## src/rtl/disp_ctl_pkg.sv

```systemverilog
package disp_ctl_pkg;

   typedef enum logic [0:0] {
      SEQ_IDLE  = 1'b0,
      SEQ_WAIT2 = 1'b1
   } seq_state_e;

   typedef enum logic [1:0] {
      BYTE_NONE      = 2'd0,
      BYTE_HEAD_HIT  = 2'd1,
      BYTE_HEAD_MISS = 2'd2,
      BYTE_TAIL      = 2'd3
   } byte_kind_e;

endpackage

```

## src/rtl/disp_ctl_seq.sv

```systemverilog
module disp_ctl_seq
   import disp_ctl_pkg::*;
#(
   parameter int              ID_W   = 4,
   parameter logic [ID_W-1:0] CMD_ID = 4'hF
) (
   input  logic            clk,
   input  logic            rst_n,
   input  logic            vld_i,
   input  logic [ID_W-1:0] id_i,
   output logic            head_load_o,
   output logic            tail_load_o
);

   generate
      if (CMD_ID[ID_W-1] != 1'b1) begin : g_bad_id
         $error("disp_ctl_seq: CMD_ID must have its top bit set");
      end
   endgenerate

   seq_state_e state_q, state_d;
   byte_kind_e kind;
   logic       id_hit;

   assign id_hit = (id_i == CMD_ID);

   always_comb begin
      if (!vld_i)             kind = BYTE_NONE;
      else if (!id_i[ID_W-1]) kind = BYTE_TAIL;
      else if (id_hit)        kind = BYTE_HEAD_HIT;
      else                    kind = BYTE_HEAD_MISS;
   end

   always_comb begin
      state_d = state_q;
      unique case (kind)
         BYTE_HEAD_HIT:  state_d = SEQ_WAIT2;
         BYTE_HEAD_MISS: state_d = SEQ_IDLE;
         BYTE_TAIL:      state_d = SEQ_IDLE;
         default:        state_d = state_q;
      endcase
   end

   always_ff @(posedge clk or negedge rst_n) begin
      if (!rst_n) state_q <= SEQ_IDLE;
      else        state_q <= state_d;
   end

   assign head_load_o = (kind == BYTE_HEAD_HIT);
   assign tail_load_o = (kind == BYTE_TAIL) && (state_q == SEQ_WAIT2);

   assert_miss_cancels_R7: assert property (@(posedge clk) disable iff (!rst_n)
      (vld_i && id_i[ID_W-1] && (id_i != CMD_ID)) |=> (state_q == SEQ_IDLE));

   assert_one_tail_R8: assert property (@(posedge clk) disable iff (!rst_n)
      tail_load_o |=> !tail_load_o);

   assert_idle_keeps_R9: assert property (@(posedge clk) disable iff (!rst_n)
      !vld_i |=> $stable(state_q));

endmodule

```

## src/rtl/disp_ctl_pinsel.sv

```systemverilog
module disp_ctl_pinsel #(
   parameter int NUM_PINS    = 2,
   parameter bit PIN_REG_OUT = 1'b0,
   localparam int CTRL_W     = 2 * NUM_PINS
) (
   input  logic                clk,
   input  logic                rst_n,
   input  logic                load_i,
   input  logic [CTRL_W-1:0]   ctrl_i,
   input  logic [NUM_PINS-1:0] func_i,
   output logic [NUM_PINS-1:0] pin_o
);

   logic [CTRL_W-1:0] ctrl_q;

   always_ff @(posedge clk or negedge rst_n) begin
      if (!rst_n)      ctrl_q <= '0;
      else if (load_i) ctrl_q <= ctrl_i;
   end

   generate
      for (genvar k = 0; k < NUM_PINS; k++) begin : g_pin
         logic sel, lvl, mux;
         assign sel = ctrl_q[2*k+1];
         assign lvl = ctrl_q[2*k];
         assign mux = sel ? lvl : func_i[k];

         if (PIN_REG_OUT) begin : g_reg
            logic pin_q;
            always_ff @(posedge clk or negedge rst_n) begin
               if (!rst_n) pin_q <= 1'b0;
               else        pin_q <= mux;
            end
            assign pin_o[k] = pin_q;
         end else begin : g_comb
            assign pin_o[k] = mux;
         end
      end
   endgenerate

   assert_ctrl_load_R2: assert property (@(posedge clk) disable iff (!rst_n)
      load_i |=> (ctrl_q == $past(ctrl_i)));

   assert_ctrl_hold_R9: assert property (@(posedge clk) disable iff (!rst_n)
      !load_i |=> $stable(ctrl_q));

endmodule

```

## src/rtl/disp_ctl_setup.sv

```systemverilog
module disp_ctl_setup #(
   parameter int SETUP_W = 5
) (
   input  logic               clk,
   input  logic               rst_n,
   input  logic               load_i,
   input  logic [SETUP_W-1:0] flags_i,
   output logic [SETUP_W-1:0] setup_o
);

   logic [SETUP_W-1:0] setup_q;

   always_ff @(posedge clk or negedge rst_n) begin
      if (!rst_n)      setup_q <= '0;
      else if (load_i) setup_q <= flags_i;
   end

   assign setup_o = setup_q;

   assert_setup_load_R5: assert property (@(posedge clk) disable iff (!rst_n)
      load_i |=> (setup_q == $past(flags_i)));

   assert_setup_hold_R6: assert property (@(posedge clk) disable iff (!rst_n)
      !load_i |=> $stable(setup_q));

endmodule

```

## src/rtl/disp_ctl_cmd.sv

```systemverilog
module disp_ctl_cmd #(
   parameter int              BYTE_W      = 8,
   parameter int              ID_W        = 4,
   parameter logic [ID_W-1:0] CMD_ID      = 4'hF,
   parameter int              NUM_PINS    = 2,
   parameter int              SETUP_W     = 5,
   parameter bit              PIN_REG_OUT = 1'b0,
   localparam int             CTRL_W      = 2 * NUM_PINS
) (
   input  logic                clk,
   input  logic                rst_n,
   input  logic                byte_vld_i,
   input  logic [BYTE_W-1:0]   byte_i,
   input  logic [NUM_PINS-1:0] func_i,
   output logic [NUM_PINS-1:0] pin_o,
   output logic [SETUP_W-1:0]  setup_o
);

   generate
      if (ID_W + CTRL_W != BYTE_W) begin : g_bad_layout
         $error("disp_ctl_cmd: identifier plus pin controls must fill the byte");
      end
      if (SETUP_W >= BYTE_W || SETUP_W < 1) begin : g_bad_setup
         $error("disp_ctl_cmd: setup field must fit below the marker bit");
      end
   endgenerate

   logic            head_load, tail_load;
   logic [ID_W-1:0] id_field;
   logic            id_hit;

   assign id_field = byte_i[BYTE_W-1 -: ID_W];
   assign id_hit   = (id_field == CMD_ID);

   disp_ctl_seq #(
      .ID_W   (ID_W),
      .CMD_ID (CMD_ID)
   ) u_seq (
      .clk         (clk),
      .rst_n       (rst_n),
      .vld_i       (byte_vld_i),
      .id_i        (id_field),
      .head_load_o (head_load),
      .tail_load_o (tail_load)
   );

   disp_ctl_pinsel #(
      .NUM_PINS    (NUM_PINS),
      .PIN_REG_OUT (PIN_REG_OUT)
   ) u_pins (
      .clk    (clk),
      .rst_n  (rst_n),
      .load_i (head_load),
      .ctrl_i (byte_i[CTRL_W-1:0]),
      .func_i (func_i),
      .pin_o  (pin_o)
   );

   disp_ctl_setup #(
      .SETUP_W (SETUP_W)
   ) u_setup (
      .clk     (clk),
      .rst_n   (rst_n),
      .load_i  (tail_load),
      .flags_i (byte_i[SETUP_W-1:0]),
      .setup_o (setup_o)
   );

   assert_reset_clear_R1: assert property (@(posedge clk) disable iff (!rst_n)
      $rose(rst_n) |-> (setup_o == '0));

   generate
      for (genvar k = 0; k < NUM_PINS; k++) begin : g_pin_chk
         if (!PIN_REG_OUT) begin : g_comb_chk
            assert_forced_level_R4: assert property (@(posedge clk) disable iff (!rst_n)
               (byte_vld_i && id_hit && byte_i[2*k+1]) |=> (pin_o[k] == $past(byte_i[2*k])));
            assert_follow_func_R3: assert property (@(posedge clk) disable iff (!rst_n)
               (byte_vld_i && id_hit && !byte_i[2*k+1]) |=> (pin_o[k] == func_i[k]));
         end else begin : g_reg_chk
            assert_reg_lag_R10: assert property (@(posedge clk) disable iff (!rst_n)
               $past(byte_vld_i && id_hit && byte_i[2*k+1]) |=> (pin_o[k] == $past(byte_i[2*k], 2)));
         end
      end
   endgenerate

endmodule

```

## config.mk

```make
export PLATFORM = sky130hd
export DESIGN_NAME = disp_ctl_cmd
export DESIGN_NICKNAME = d
export VERILOG_FILES = /design/src/rtl/disp_ctl_pkg.sv /design/src/rtl/disp_ctl_seq.sv /design/src/rtl/disp_ctl_pinsel.sv /design/src/rtl/disp_ctl_setup.sv /design/src/rtl/disp_ctl_cmd.sv
export SDC_FILE = /design/constraint.sdc
export NUM_CORES = 1
export LEC_CHECK = 0
export CORE_AREA = 2 2 39 41
export DETAILED_ROUTE_END_ITERATION = 10
export DIE_AREA = 0 0 41 43
export GPL_TIMING_DRIVEN = 0
export MAX_ROUTING_LAYER = met4
export PLACE_DENSITY = 0.67
export SLEW_MARGIN = 0
export SYNTH_ARGS = -nofsm -noshare
export SYNTH_HDL_FRONTEND = slang
export SYNTH_SLANG_ARGS = --single-unit
```

## constraint.sdc

```tcl
create_clock -name clk -period 2.96 [get_ports clk]
set_clock_uncertainty 0.05 [all_clocks]
set_input_delay 0.296 -clock clk [delete_from_list [all_inputs] [get_ports clk]]
set_output_delay 0.296 -clock clk [all_outputs]
set_load 0.05 [all_outputs]
```

==> flow_summary_export.csv <==
group,metric,value,unit
timing,timing.final.ws_setup,0.8320,ns
die,ioPinCount,20,
synthesis,synth.distinct_cells,9,
timing,setup_tns,0,ns
timing,report.final.slew_viol_count,0,
synthesis,yosys.area_share.simple,8.078,%
synthesis,synth_xor_area_share,0,%
clock_network,path_clk_slew,0.07,ns
drt,met2_length,368,um
clock_network,cts.sinks,10,
finish,fill_cells,127,
timing,whs,0.2958,ns
timing,rsz0062_at_grt,"no",
grt,grt_max_degree,11,
critical_path,endpoint_kind,"primary output",
finish,diodes,0,
drt,viasPerCell,4.418,
synthesis,yosys-top-cells-count,"dfrtp_1, mux2_2, mux2_4, buf_4",
placement,gp_congestion,0.6416,
clock_network,holdBufCountCts,0,
timing,setup_viol,0,
drt,wl_per_cell,11.22,um
synthesis,postSynthCellCount,28,
clock_network,cts_tree,"built",
die,die_w,41,um
timing,min_period,2.128,ns
drt,drc,0,
placement,io_buffer_count,19,
synthesis,syn_nets,41,
timing,fmax,0.4699,GHz
synthesis,syn_avg_cell_area,16.04,sq um
power,ir_drop,0.3564,mV
synthesis,synth_top_cell_area_share,55.71,%
power,total_power,0.0005178,W
clock_network,post-cts-setup-buffers,0,
synthesis,synth_compound_area_share,1.114,%
finish,final_nets,65,
finish,area_delta_synth_final,54.87,%
die,start_util,32.46,%
synthesis,ys_ff_latch,10,
outcome,status,"complete, no violations",
clock_network,numCtsBuffers,3,
synthesis,yosysTopAreaCell,"dfrtp_1",
power,power_leakage,0.3095,nW
drt,wl_met1,309,um
job,max-cap-violations,0,
die,rows,14,
placement,dp_slack,0.8509,ns
power,powerDensity,744.3,nW/um^2
synthesis,synth_top_family_by_area,"multiplexers",
synthesis,synth_edf_count,0,
critical_path,required,2.61,ns
synthesis,synth_fa_ha_area_share,0,%
clock_network,clk_path_buf_depth,2,
drt,drtPass1Iterations,1,
synthesis,yosysMostFrequentCell,"dfrtp_1",
grt,grt_pass1_vias,315,
synthesis,synthMuxAreaShare,30.92,%
clock_network,insertion_delay,0.26,ns
clock_network,clockRootBuffer,"clkbuf_4",
drt,drt_wl_total,752,um
timing,finalCritPeriodShare,71.89,%
min_path,hold_path_class,"input port to async pin",
grt,grtUsageTotal,11.98,%
timing,worst_pin_slew,0.4978,ns
die,die_h,43,um
drt,wl_met3,64,um
grt,grt_pass1_wl,1345,um
critical_path,crit_type,"register to primary output",
synthesis,seq_area_frac_synth,55.71,%
critical_path,cp_max_fo,2,
drt,drtIter0Drc,0,
grt,grt-ovfl-total,0,
die,dieArea,1763,sq um
grt,antenna_found_initial,0,
critical_path,setup.worst_path.start_class,"register",
synthesis,yosys_warnings,0,
drt,highest-signal-layer,"met4",
drt,ant_nets,0,
synthesis,syn_area,449.2,sq um
die,core_area,1384,sq um
synthesis,synth_area_leaders,"dfrtp_1, mux2_2, mux2_4",
synthesis,async_flop_share,100.0,%
critical_path,worst_ep_arrival_time,1.78,ns
clock_network,htree_levels,1,
synthesis,synth_ff_type,"dfrtp_1",
timing,finalHoldViolCount,0,
drt,num_vias,296,
timing,relSlewSlack,66.71,%
finish,drive_gt1_share,37.25,%
clock_network,cts.repair.resized,0,
==> worst paths after layout <==
kind                                         start            endpoint  slack, ns  depth (start not counted)
max in group asynchronous                    rst_n  u_setup.setup_o[4]       2.25                          1
worst max register to register       u_seq.state_q  u_setup.setup_o[0]       1.83                          2
worst max-delay path              u_pins.ctrl_q[1]            pin_o[0]       0.83                          3
min in group clk                u_setup.setup_o[3]  u_setup.setup_o[3]       0.46                          1
worst min-delay path                         rst_n       u_seq.state_q       0.30                          1
worst min register to register  u_setup.setup_o[3]  u_setup.setup_o[3]       0.46                          1
==> state kept, by name, indices dropped and copies added, names as in the netlist <==
signal / count
u_setup.setup_o: 5
u_pins.ctrl_q: 4
u_seq.state_q: 1
==> cells by family after synthesis <==
family,Yosys count
mux,11
flops,10
simple gates,3
buf+inv,3
compound gates,1
==> stage by stage <==
stage               area, sq um  std cells  utilization (%)
finish                    695.7         67            50.27
global route              695.7         67            50.27
CTS                       695.7         67            50.27
detailed placement        659.4         63            47.65
global placement          659.4         63            47.65
floorplan                 449.2         28                -
==> power by group <==
part	switching, W	internal (W)
Sequential	0.0000166	0.000168
Combinational	0.000114	0.0000979
Clock	0.0000470	0.0000746
Total	0.000178	0.000340
==> routing by layer <==
metal	track usage (%)	up-vias
met5	-	-
met4	6.000	0
met3	4.712	2
met2	16.56	14
met1	14.72	136
li1	-	144
==> final cells by class <==
| type | instances | area (sq um) | area share (%) |
|---|---|---|---|
| well taps | 16 | 20.02 | 2.878 |
| repair buffers | 19 | 190.2 | 27.34 |
| multi-input cells | 15 | 180.2 | 25.90 |
| clock buffers | 4 | 36.28 | 5.216 |
| flip-flops and latches | 10 | 250.2 | 35.97 |
| plain buffers | 2 | 15.01 | 2.158 |
| inverters | 1 | 3.754 | 0.5396 |
==> cells in the final DEF, fill, tap and decap left out <==
cell type / count
dfrtp_1: 10
nand3b_1: 1
buf_4: 2
clkdlybuf4s50_1: 19
o21ai_0: 1
mux2_4: 4
mux2_2: 7
clkbuf_4: 3
nand3_4: 1
clkbuf_8: 1
inv_1: 1
and3_4: 1
==> critical path, stage by stage, from the launching register on <==
cell and delay (ns):
dfrtp_1 0.37, mux2_2 0.34, buf_4 0.12, clkdlybuf4s50_1 0.68
(Power assumes the default switching activity.)
